`src/rtl/tfs_pkg.sv`:
```
package tfs_pkg;
  typedef enum logic [3:0] {
    ST_IDLE, ST_HREQ, ST_HCAP, ST_VREQ, ST_VCAP, ST_AREQ, ST_ACAP,
    ST_ISSUE, ST_NEXT, ST_XSTART, ST_XWAIT, ST_RESP, ST_ERR
  } seq_state_t;

  localparam int FLG_VALID  = 0;
  localparam int FLG_DATA   = 2;
  localparam int FLG_IRQ    = 3;
  localparam int ADR_SKIP   = 5;
  localparam int ADR_LAST   = 7;
  localparam int PAIR_BASE  = 16;
  localparam int BYTE_FLAGS = 2;
  localparam int BYTE_LEN   = 3;
  localparam int BYTE_PTR0  = 8;
  localparam int BYTE_PTR3  = 11;
  localparam logic [7:0] RESP_OK = 8'h01;
  localparam int RESP_DEVERR_BIT = 3;
endpackage

```
`src/rtl/tfs_pair_dec.sv`:
```
module tfs_pair_dec #(
  parameter int RA_W = 5
) (
  input  logic [7:0]      adr_byte,
  output logic            skip,
  output logic            last,
  output logic [RA_W-1:0] reg_addr
);
  import tfs_pkg::*;

  always_comb begin
    skip     = adr_byte[ADR_SKIP];
    last     = adr_byte[ADR_LAST];
    reg_addr = adr_byte[RA_W-1:0];
  end
endmodule

```
`src/rtl/tfs_ptr_asm.sv`:
```
module tfs_ptr_asm #(
  parameter int LANES = 4
) (
  input  logic                   clk,
  input  logic                   rst_n,
  input  logic                   clr,
  input  logic                   we,
  input  logic [$clog2(LANES)-1:0] lane,
  input  logic [7:0]             din,
  output logic [LANES*8-1:0]     ptr
);
  for (genvar g = 0; g < LANES; g++) begin : g_lane
    always_ff @(posedge clk or negedge rst_n) begin
      if (!rst_n)                        ptr[g*8 +: 8] <= '0;
      else if (clr)                      ptr[g*8 +: 8] <= '0;
      else if (we && lane == g)          ptr[g*8 +: 8] <= din;
    end
  end


  clr_zero_chk: assert property (@(posedge clk) disable iff (!rst_n)
    clr |=> ptr == '0);
endmodule

```
`src/rtl/tfs_seq.sv`:
```
module tfs_seq #(
  parameter int PM_AW = 12,
  parameter int RA_W  = 5,
  parameter int PTR_W = 32
) (
  input  logic             clk,
  input  logic             rst_n,
  input  logic             eng_rst,
  input  logic             go,
  output logic             busy,
  output logic             mem_rd_en,
  output logic [PM_AW-1:0] mem_rd_addr,
  input  logic [7:0]       mem_rd_data,
  output logic             mem_wr_en,
  output logic [PM_AW-1:0] mem_wr_addr,
  output logic [7:0]       mem_wr_data,
  output logic             dev_valid,
  input  logic             dev_ready,
  output logic [RA_W-1:0]  dev_addr,
  output logic [7:0]       dev_data,
  input  logic             dev_err,
  output logic             xfer_start,
  output logic [PTR_W-1:0] xfer_ptr,
  input  logic             xfer_done,
  output logic             proto_err,
  output logic             irq
);
  import tfs_pkg::*;

  localparam int LANES = PTR_W / 8;
  localparam int LN_W  = $clog2(LANES);
  localparam logic [PM_AW-1:0] IDX_FLAGS = PM_AW'(BYTE_FLAGS);
  localparam logic [PM_AW-1:0] IDX_LEN   = PM_AW'(BYTE_LEN);
  localparam logic [PM_AW-1:0] IDX_PTR0  = PM_AW'(BYTE_PTR0);
  localparam logic [PM_AW-1:0] IDX_PTR3  = PM_AW'(BYTE_PTR3);
  localparam logic [PM_AW-1:0] IDX_PAIRS = PM_AW'(PAIR_BASE);

  seq_state_t       state;
  logic [PM_AW-1:0] idx, lim;
  logic [7:0]       flags, val_q, adr_q;
  logic             skip, last;
  logic [RA_W-1:0]  reg_addr;
  logic             ptr_we;

  tfs_pair_dec #(.RA_W(RA_W)) u_dec (
    .adr_byte(adr_q), .skip(skip), .last(last), .reg_addr(reg_addr)
  );

  assign ptr_we = (state == ST_HCAP) && (idx >= IDX_PTR0) && (idx <= IDX_PTR3);

  tfs_ptr_asm #(.LANES(LANES)) u_ptr (
    .clk(clk), .rst_n(rst_n), .clr(state == ST_IDLE && go && !eng_rst),
    .we(ptr_we), .lane(idx[LN_W-1:0]), .din(mem_rd_data), .ptr(xfer_ptr)
  );

  always_ff @(posedge clk or negedge rst_n) begin
    if (!rst_n) begin
      state <= ST_IDLE;
      idx   <= '0;
      lim   <= '0;
      flags <= '0;
      val_q <= '0;
      adr_q <= '0;
    end else if (eng_rst) begin
      state <= ST_IDLE;
    end else begin
      case (state)
        ST_IDLE: if (go) begin
          idx   <= IDX_FLAGS;
          state <= ST_HREQ;
        end
        ST_HREQ: state <= ST_HCAP;
        ST_HCAP: begin
          state <= ST_HREQ;
          if (idx == IDX_FLAGS) begin
            flags <= mem_rd_data;
            idx   <= IDX_LEN;
            if (!mem_rd_data[FLG_VALID]) state <= ST_ERR;
          end else if (idx == IDX_LEN) begin
            lim <= (PM_AW'(mem_rd_data) + PM_AW'(3)) << 3;
            idx <= IDX_PTR0;
          end else if (idx == IDX_PTR3) begin
            idx   <= IDX_PAIRS;
            state <= ST_VREQ;
          end else begin
            idx <= idx + 1'b1;
          end
        end
        ST_VREQ: state <= ST_VCAP;
        ST_VCAP: begin
          val_q <= mem_rd_data;
          idx   <= idx + 1'b1;
          state <= ST_AREQ;
        end
        ST_AREQ: state <= ST_ACAP;
        ST_ACAP: begin
          adr_q <= mem_rd_data;
          idx   <= idx + 1'b1;
          state <= ST_ISSUE;
        end
        ST_ISSUE: if (skip || dev_ready) state <= ST_NEXT;
        ST_NEXT: begin
          if (last)            state <= flags[FLG_DATA] ? ST_XSTART : ST_RESP;
          else if (idx >= lim) state <= ST_ERR;
          else                 state <= ST_VREQ;
        end
        ST_XSTART: state <= ST_XWAIT;
        ST_XWAIT:  if (xfer_done) state <= ST_RESP;
        ST_RESP:   state <= ST_IDLE;
        ST_ERR:    state <= ST_IDLE;
        default:   state <= ST_IDLE;
      endcase
    end
  end

  always_comb begin
    busy        = (state != ST_IDLE);
    mem_rd_en   = (state == ST_HREQ) || (state == ST_VREQ) || (state == ST_AREQ);
    mem_rd_addr = idx;
    dev_valid   = (state == ST_ISSUE) && !skip;
    dev_addr    = reg_addr;
    dev_data    = val_q;
    xfer_start  = (state == ST_XSTART);
    mem_wr_en   = (state == ST_RESP);
    mem_wr_addr = '0;
    mem_wr_data = RESP_OK | (8'(dev_err) << RESP_DEVERR_BIT);
    irq         = (state == ST_RESP) && flags[FLG_IRQ];
    proto_err   = (state == ST_ERR);
  end


  dev_hold_chk: assert property (@(posedge clk) disable iff (!rst_n || eng_rst)
    dev_valid && !dev_ready |=> dev_valid && $stable(dev_addr) && $stable(dev_data));


  xs_pulse_chk: assert property (@(posedge clk) disable iff (!rst_n)
    xfer_start |=> !xfer_start && !mem_wr_en);


  eng_rst_idle_chk: assert property (@(posedge clk) disable iff (!rst_n)
    eng_rst |=> !busy && !mem_wr_en);


  perr_idle_chk: assert property (@(posedge clk) disable iff (!rst_n)
    proto_err |=> !busy);


  irq_with_wr_chk: assert property (@(posedge clk) disable iff (!rst_n)
    irq |-> mem_wr_en && !dev_valid);
endmodule

```
`config.mk`:
```
export PLATFORM = sky130hd
export DESIGN_NAME = tfs_seq
export DESIGN_NICKNAME = d
export VERILOG_FILES = /design/src/rtl/tfs_pkg.sv /design/src/rtl/tfs_pair_dec.sv /design/src/rtl/tfs_ptr_asm.sv /design/src/rtl/tfs_seq.sv
export SDC_FILE = /design/constraint.sdc
export NUM_CORES = 1
export LEC_CHECK = 0
export BUFFER_PORTS_ARGS = -buffer_cell sky130_fd_sc_hd__buf_4
export CAP_MARGIN = 20
export CORE_MARGIN = 2
export CORE_UTILIZATION = 54
export CTS_CLUSTER_DIAMETER = 30
export DETAILED_ROUTE_END_ITERATION = 8
export HOLD_SLACK_MARGIN = 0.15
export PLACE_DENSITY_LB_ADDON = 0.25
export SKIP_LAST_GASP = 1
export SLEW_MARGIN = 20
export SYNTH_ARGS = -nofsm -noshare
export SYNTH_HDL_FRONTEND = slang
export SYNTH_SLANG_ARGS = --single-unit
```
`constraint.sdc`:
```
create_clock -name clk -period 2.75 [get_ports clk]
set_input_delay 0.275 -clock clk [delete_from_list [all_inputs] [get_ports clk]]
set_output_delay 0.275 -clock clk [all_outputs]
set_load 0.01 [all_outputs]
```
==> results.md, run 1 <==
* Outcome: complete, no violations
* DR WL/cell at 16.3 microns
* Num Clock Sinks at 74
* Worst setup EP type: flop
* First-pass GRT wire length at 15.9 mm
* Slew Viols, Final at 0
* Max Fclk at 0.451 GHz
* N_diodes at 0
* Synthesized instance count at 426
* Leading cell type in the layout, fill and taps excluded: buf_4
* Core area at slightly above 0.007 sq mm
* Top cell type by total area after synthesis: dfrtp_1
* Crit path max-delay family: simple AND/OR/NAND/NOR gates
* Net count, final at between 500 and 600
* Layout area overhead at 17.9%
* Critical Path AT at 2420 ps
* Clock Latency Late Sink at 350 ps
* Largest net degree at the start of global routing at 75
* Routability Congestion at around 0.9
* Multi-input logic area at 0.00188 sq mm
* DP Wirelength at 6.94 mm
* Routed via count at 3,374
* Startpoint types: flop
* Post-CTS sizing at 0
* Initial Util at between 50% and 60%
* Worst-margin pin slew at 930 ps
* Synth cell types at between 50 and 60
* Min Tclk post-route at 2220 ps
* Row count at 31
* Max incr delay on CP at 490 ps
* Post-DRT Antenna Nets at 0
* Clock Pin Slew Worst Setup and Hold Paths at about 80 ps
* I/O Buffers at 77
* Yosys Warn Count at 0
* Placed inst area at 0.00453 sq mm
* Data required, critical path at a little under 3000 ps
* Post-Syn Area at 0.00399 sq mm
* CTS tree: yes
* Setup TNS at 0 ps
* Area contributors post-synth: dfrtp_1 (46%), o21ai_0 (5.0%), nand2_1 (4.8%)
* DR iter-0 viols at 134
* CP Buf/Inv Count at 0
* Proportion of synthesized chip area in sequential cells at between 40% and 50%
* Ports at slightly below 100
* Final period utilization at around four fifths
* Fin Hold WS at 187 ps
* Asr flop ratio synth at 100%
* Average size of a mapped cell at about 9.4 sq um
* Synth Flop Type: dfrtp_1
* Post-synth top area share at 46.4%
* Die Ht at 89.9 microns
* Ratio of total power to cell area at slightly above 800 mW/mm^2
* Grt ovf at 0
* Register Area at 0.00185 sq mm
* Number of max-cap violations at 0
* DRC at 0
* CP cell instances: nor4_4 > and4_1 > nand3_1 > nand3_1 > o21ai_0
* Post-synth EDFFs at 0
* Critical path's slowest cell: dfrtp_1
* Final WL at 9.70 mm
* Max Fanout on Critical Path at 16
* Clock buffer count from CTS at 9
* Htree depth at 3
* Die width at 89.9 microns
* Die ar. at a little over 0.008 sq mm
* DR pass1 iterations at 5
* Design area at 0.00470 sq mm
* CTS Buffer Depth at 2
* Vias in the first global route at between 3,000 and 4,000
* Setup violators final at 0
* Root buffer cell: clkbuf_8
* Hold WC Path Type: in -> reg
* DR vias/cell at ~5.7
* Fillers at 636
* Power after layout at 3.81 mW
* CP Class: reg -> reg
* Most common cell on crit path: nand3_1
* Final hold vios at 0
* Initial antenna violation count at 0
* Peak VDD IR at 0.000479 V
* Worst Clk Skew at 4.56 ps
* Most frequent cells in the layout: buf_4 (81), dfrtp_1 (74), nand2_1 (51)
* #FFs+latches synth at 74
* Rel. slew slack at 38.0%
* Fraction of layout cells with a size suffix above 1 at 24.1%
* RSZ-0062 raised after global routing: false
* Leak at 2.27 nW
* Total track usage at between 20% and 30%
## final timing paths
path / endpoint / start / slack, ps / cells past startpoint
max: u_ptr.ptr[3]$_DFFE_PN0P_ / mem_rd_addr[8]$_DFFE_PN0P_ / 530 / 5
min reg2reg: lim[3]$_DFFE_PN0P_ / lim[3]$_DFFE_PN0P_ / 490 / 2
min in group asynchronous: mem_rd_addr[11]$_DFFE_PN0P_ / rst_n / 600 / 2
min: lim[3]$_DFFE_PN0P_ / mem_rd_data[0] / 190 / 2
max reg2reg: u_ptr.ptr[3]$_DFFE_PN0P_ / mem_rd_addr[8]$_DFFE_PN0P_ / 530 / 5
max in group asynchronous: state[2]$_DFFE_PN0P_ / rst_n / 1540 / 2
## through the flow
| stage | util (%) | setup WS [ps] | instances |
|---|---|---|---|
| final | 65.2 | 534 | 597 |
| after global routing | 65.2 | 280 | 597 |
| after CTS | 65.2 | 494 | 597 |
| after detailed placement | 62.8 | 517 | 580 |
| after global placement | 62.8 | 552 | 580 |
| after floorplan | - | 684 | 443 |
## cells by family after synthesis
logic type | Yosys count | share of synthesized area (%)
flops | 74 | 46.4
compound gates | 92 | 14.0
buf+inv | 60 | 8.00
other cells | 2 | 0.188
fa+ha+maj | 14 | 4.39
simple gates | 158 | 20.5
xor+xnor | 13 | 2.85
mux | 13 | 3.67
## flip-flops by register name, indices dropped and copies added, names as in the netlist
signal       flops
adr_q            7
mem_rd_addr     12
flags            2
state            4
dev_data         8
u_ptr.ptr       32
lim              9
## cell type report
class | count | share of cell area [%]
Timing Repair Buffer | 82 | 13.1
Multi-Input combinational cell | 309 | 40.0
Tap cell | 99 | 2.63
Inverter | 17 | 1.36
Clock buffer | 11 | 2.79
Clock inverter | 5 | 0.665
Sequential cell | 74 | 39.4
## cells in the mapped netlist (2+ instances only)
library cell / number
dfrtp_1: 74
nand2_1: 51
o21ai_0: 40
nand3_1: 33
nor2_1: 24
buf_4: 21
a21oi_1: 19
clkbuf_1: 18
inv_1: 17
ha_1: 14
mux2_2: 13
nor3_1: 9
xor2_1: 9
and3_1: 6
nand2b_1: 6
nand4_1: 6
or3_1: 5
a21oi_2: 4
xnor2_1: 4
a211oi_1: 3
and4_1: 3
o21a_1: 3
o21ai_1: 3
a41oi_1: 2
buf_1: 2
buf_6: 2
conb_1: 2
nand3b_1: 2
nor2b_1: 2
nor4b_1: 2
o2111ai_1: 2
o211ai_1: 2
o21ai_2: 2
o221ai_1: 2
o22ai_1: 2
## metal layers
metal	global-route usage, %	vias up	routed length, microns
li1	-	1582	-
met5	0	-	0
met1	34.0	1653	4260
met4	9.10	0	198
met3	4.86	18	690
met2	38.0	121	4560
## where the power goes
group	internal (mW)	switching, mW
sequential	1.34	0.247
clock	0.325	0.415
combinational	0.668	0.813
total	2.34	1.47
## repair_timing
action,4_1_cts,5_1_grt
hold buffers,1,0
hold endpoints to repair,74,0
setup buffers,0,0
(Power assumes the default switching activity.)
==> run 2, diff against run 1 <==
clock period = 2.05 ns   (was 2.75 ns; I/O delays follow)
==> run 2 against run 1 <==
Register-to-register slack got worse by 460 ps. Via count increased by 4.2%. Worst hold slack got worse by 2.9 ps. Largest power group is now combinational cells. Maximum frequency increased by 12%. Non-clock buffer count increased by 35. Wire length increased by 5.1%.
==> results.md, run 2 (synthesized netlist as in run 1, its figures left out) <==
* Hold WC Path Type: in -> reg
* Root buffer cell: clkbuf_8
* Critical Path AT at 2210 ps
* DR WL/cell at 16.2 microns
* Ratio of total power to cell area at 1130 mW/mm^2
* GR Layer Usage met2 at 42.2%
* Worst setup EP type: flop
* Post-DRT Antenna Nets at 0
* Final period utilization at a little over nine tenths
* DP Wirelength at between 7 and 8 mm
* Slew Viols, Final at 0
* Final Core Density at a little over two thirds
* Die ar. at 0.00809 sq mm
* Leak at 2.48 nW
* Htree depth at 3
* Fraction of layout cells with a size suffix above 1 at 29.5%
* DR pass1 iterations at 6
* Fillers at approximately 580
* Top reg by flops: u_ptr.ptr
* Max Fclk at 0.507 GHz
* Peak VDD IR at about 0.00066 V
* Vias in the first global route at about 3,300
* Setup TNS at 0 ps
* Number of max-cap violations at 0
* Setup violators final at 0
* Final WL at 10.2 mm
* Min Tclk post-route at 1970 ps
* Leading cell type in the layout, fill and taps excluded: buf_4
* Initial Util at roughly 55%
* Max incr delay on CP at 460 ps
* I/O Buffers at 77
* Crit path max-delay family: simple AND/OR/NAND/NOR gates
* Critical path's slowest cell: dfrtp_1
* Ports at 99
* RSZ-0062 raised after global routing: false
* Max FFs per register at 32
* Grt peak-use layer: met2
* Rel. slew slack at 66.0%
* CP Buf/Inv Count at 2
* DRC at 0
* Worst Clk Skew at around 10 ps
* Final hold vios at 0
* Total track usage at between 20% and 30%
* Clock buffer count from CTS at 9
* Startpoint types: flop
* Routability Congestion at 0.902
* Most common cell on crit path: buf_4
* Most frequent cells in the layout: buf_4 (109), dfrtp_1 (72), nand2_1 (51)
* N_diodes at 0
* Max Fanout on Critical Path at 4
* Data required, critical path at 2290 ps
* First-pass GRT wire length at 16.5 mm
* CTS tree: yes
* Num Clock Sinks at 74
* Layout area overhead at 27.9%
* DR vias/cell at 5.57
* DR iter-0 viols at 200
* Die Ht at 89.9 microns
* Clock Latency Late Sink at between 300 and 400 ps
* Largest net degree at the start of global routing at 39
* CTS Buffer Depth at 2
* Met3 Use GR at 5.20%
* Routed via count at 3,515
* Worst-margin pin slew at 511 ps
* Met1 Use GR at approximately 34%
* Clock Pin Slew Worst Setup and Hold Paths at approximately 80 ps
* CP Class: reg -> reg
* CP cell instances: nor4_4 > buf_4 > nand3_1 > nor3_1 > buf_4 > mux2_2
* Grt ovf at 0
* Initial antenna violation count at 0
* Die width at 89.9 microns
* Outcome: complete, no violations
* Core area at 0.00721 sq mm
* Row count at 31
* Net count, final at 557
==> run 2: cell count changes in the layout (fill, tap and decap cells not counted), sizes merged <==
| cell | previous run | this run |
|---|---|---|
| buf | 81 | 110 |
| dlygate4sd3 | 1 | 7 |
| bufinv | 0 | 3 |
| clkinv | 4 | 1 |
| clkbuf | 11 | 10 |
==> run 2: worst register-to-register path, stage by stage (launching register included) <==
cell and delay (ps):
dfrtp_1 460, nor4_4 390, buf_4 190, nand3_1 70
nor3_1 260, buf_4 180, mux2_2 320
==> run 2: metal layers <==
| layer | routed length [microns] | share of wire [%] |
|---|---|---|
| met1 | 4420 | 43 |
| met2 | 5020 | 49 |
| met3 | 628 | 6.2 |
| met4 | 138 | 1.4 |
| met5 | 0 | 0 |
==> run 2: timing repair <==
| item | in CTS | in global routing |
|---|---|---|
| hold endpoints to repair | 44 | 0 |
| hold buffers | 7 | 0 |
| endpoints found under the setup margin | 0 | 29 |
| buffers inserted | 0 | 1 |
| gates resized for setup | 0 | 7 |
==> run 2: metrics by stage <==
step / hold WS [ps] / area, sq um / power [mW] / cells / worst slack, ps
after floorplan: -90.6 / 4050 / 3.38 / 443 / 17.3
final: 184 / 5100 / 5.74 / 631 / 77.9
after detailed placement: 209 / 4750 / 4.31 / 608 / 55.3
after global placement: 202 / 4750 / 4.24 / 608 / 116
after CTS: 166 / 5060 / 5.72 / 630 / 50.8
after global routing: 177 / 5100 / 6.10 / 631 / 0.805
==> run 2: area by class of cell <==
type / instances / area, sq um / share of cell area, %
clock buffer: 10 / 138 / 2.70
clock inverter: 5 / 103 / 2.01
inverter: 17 / 63.8 / 1.25
multi-input combinational: 309 / 1910 / 37.4
sequential: 74 / 1850 / 36.4
tap: 99 / 124 / 2.43
timing repair buffer: 117 / 908 / 17.8
==> run 2: worst paths after layout <==
check                                            from                           to  slack, ps  depth (start not counted)
hold reg to reg                    lim[3]$_DFFE_PN0P_           lim[3]$_DFFE_PN0P_        490                          2
max in group asynchronous                       rst_n          lim[10]$_DFFE_PN0P_       1080                          3
setup reg to reg           mem_rd_addr[8]$_DFFE_PN0P_         flags[3]$_DFFE_PN0P_         80                          6
hold / removal                         mem_rd_data[3]    u_ptr.ptr[27]$_DFFE_PN0P_        180                          3
min in group asynchronous                       rst_n  mem_rd_addr[10]$_DFFE_PN0P_        380                          2
setup / recovery           mem_rd_addr[8]$_DFFE_PN0P_         flags[3]$_DFFE_PN0P_         80                          6
==> run 2: power breakdown <==
part | internal [mW] | leakage, nW | total (mW) | switching [mW]
Clock | 0.833 | 0.118 | 1.39 | 0.558
Combinational | 1.06 | 1.38 | 2.25 | 1.20
Sequential | 1.81 | 0.978 | 2.10 | 0.292
==> run 3, diff against run 2 <==
CELL_PAD_IN_SITES_DETAIL_PLACEMENT = 1   (was not set)
CELL_PAD_IN_SITES_GLOBAL_PLACEMENT = 2   (was not set)
CORE_MARGIN = not set   (was 2)
CORE_UTILIZATION = 32   (was 54)
==> run 3 against run 2 <==
Sequential share of layout area is 0.78 points lower. Global-route usage is 6.4 points lower. Sequential cell count stayed put. Power is 5.8% higher. Critical path type unchanged. Highest routed layer unchanged. Sequential power hardly changed. Clock skew is 3.9 ps lower. Largest power group unchanged. Die area is 60% higher. Critical endpoint is now state[0]$_DFFE_PN0P_. Register-to-register slack hardly changed. Utilization is 27 points lower.
==> results.md, run 3 (synthesized netlist as in run 1, its figures left out) <==
* Outcome: complete, no violations
* Initial Util at between 30% and 40%
* Setup WS post-layout at 91.8 ps
* Rel. slew slack at 65.8%
* First-pass GRT wire length at 19.1 mm
* Worst Clk Skew at between 6 and 7 ps
* Grt ovf at 0
* CP Class: reg -> reg
* Slew Viols, Final at 0
* Clock buffer count from CTS at 9
* Clock Pin Slew Worst Setup and Hold Paths at approximately 50 ps
* DR iter-0 viols at 136
* Root buffer cell: clkbuf_16
* Max Fanout on Critical Path at 5
* Post-DRT Antenna Nets at 0
* I/O Buffers at 77
* Routability Congestion at 0.817
* DR WL/cell at 16.9 microns
* Die ar. at approximately 0.013 sq mm
* Largest net degree at the start of global routing at 38
* Min Tclk post-route at 1960 ps
* Post-place setup slack at 8.66 ps
* Most frequent cells in the layout: buf_4 (112), dfrtp_1 (72), nand2_1 (51)
* Final WL at ~12 mm
* DP Wirelength at 8.79 mm
* Number of max-cap violations at 0
* Max FFs per register at 32
* Row count at 40
* Final Core Density at 43.2%
* Worst-margin pin slew at 513 ps
* Setup bufs post-CTS at 0
* Clock Latency Late Sink at around 340 ps
* DRC at 0
* Net count, final at 555
* RSZ-0062 raised after global routing: true
* Num Clock Sinks at 74
* Ratio of total power to cell area at between 1000 and 1500 mW/mm^2
* Data required, critical path at 2250 ps
* Core area at 0.0121 sq mm
* Setup violators final at 0
* Critical path's slowest cell: or4_1
* Max incr delay on CP at 580 ps
* Peak VDD IR at 0.000682 V
* Die Ht at 114 microns
* Ports at between 90 and 100
* Die width at approximately 110 microns
* CTS Buffer Depth at 2
* Routed via count at about 3,500
* Leading cell type in the layout, fill and taps excluded: buf_4
* Final period utilization at 95.5%
* Worst setup EP type: flop
* Max Fclk at 0.511 GHz
* CTS tree: yes
* Critical Path AT at 2160 ps
* Startpoint types: flop
* Vias in the first global route at 3,578
* N_diodes at 0
* Htree depth at 3
* Hold WC Path Type: in -> reg
* Leak at 2.50 nW
* DR vias/cell at 4.96
* DR pass1 iterations at 4
* CP cell instances: nand2b_1 > or4_1 > nor3b_1 > a41oi_1 > o21ai_0
* Final hold vios at 0
* Total track usage at 19.2%
* Fraction of layout cells with a size suffix above 1 at 29.9%
* Top reg by flops: u_ptr.ptr
* Layout area overhead at 30.6%
* Initial antenna violation count at 0
-- run 3: cell types whose count changed in the layout (fill, tap and decap cells not counted), sizes merged --
cell	change
bufinv	-1
clkinv	+1
buf	+3
clkbuf	-1
dlygate4sd3	-5
-- run 3: path summary, 6_finish.rpt --
| check | startpoint | to | slack, ps | cells after the start |
|---|---|---|---|---|
| max | state[3]$_DFFE_PN0P_ | state[0]$_DFFE_PN0P_ | 90 | 5 |
| min | mem_rd_data[1] | u_ptr.ptr[25]$_DFFE_PN0P_ | 160 | 3 |
| max reg2reg | state[3]$_DFFE_PN0P_ | state[0]$_DFFE_PN0P_ | 90 | 5 |
| min reg2reg | lim[9]$_DFFE_PN0P_ | lim[9]$_DFFE_PN0P_ | 490 | 2 |
| max in group asynchronous | rst_n | dev_data[5]$_DFFE_PN0P_ | 1170 | 3 |
| min in group asynchronous | rst_n | mem_rd_addr[10]$_DFFE_PN0P_ | 320 | 2 |
-- run 3: what timing repair did --
item / CTS / global route
hold buffers: 2 / 0
endpoints found under the hold margin: 69 / 0
pin swaps: 0 / 1
endpoints found under the setup margin: 1 / 15
gates resized for setup: 1 / 5
-- run 3: area by class of cell --
type | count | area (sq um)
inverters | 17 | 63.8
fillers | 1414 | 6850
multi-input cells | 309 | 1900
well taps | 168 | 210
repair buffers | 115 | 881
clock inverters | 5 | 81.3
clock buffers | 9 | 225
flip-flops and latches | 74 | 1850
-- run 3: where the power goes --
group	switching (mW)	leakage [nW]	internal, mW	total (mW)
sequential	0.275	0.979	1.81	2.08
clock	0.604	0.147	1.05	1.65
combinational	1.26	1.37	1.07	2.33
total	2.14	2.50	3.93	6.07
-- run 3: metrics by stage --
step	std cells	power, mW	cell area (sq um)	TNS, ps	hold WS [ps]
after global routing	697	6.47	5210	-15.1	162
after global placement	681	4.35	4870	0	133
final	697	6.07	5210	0	163
after floorplan	443	3.38	4050	0	-90.6
after detailed placement	681	4.42	4870	0	137
after CTS	697	6.14	5200	0	155
-- run 3: critical path, delay by kind of cell (launching register included) --
kind,cells,cell delay [ps]
simple gates,3,1060
flops,1,440
compound gates,2,330
-- run 3: per-layer routing --
metal  GRT usage, %  vias to the layer above  wire [microns]
met1           25.4                     1699            5520
met4           5.00                        0             133
met5              0                        -               0
met3           5.95                       12             673
li1               -                     1652               -
met2           30.5                       93            5440
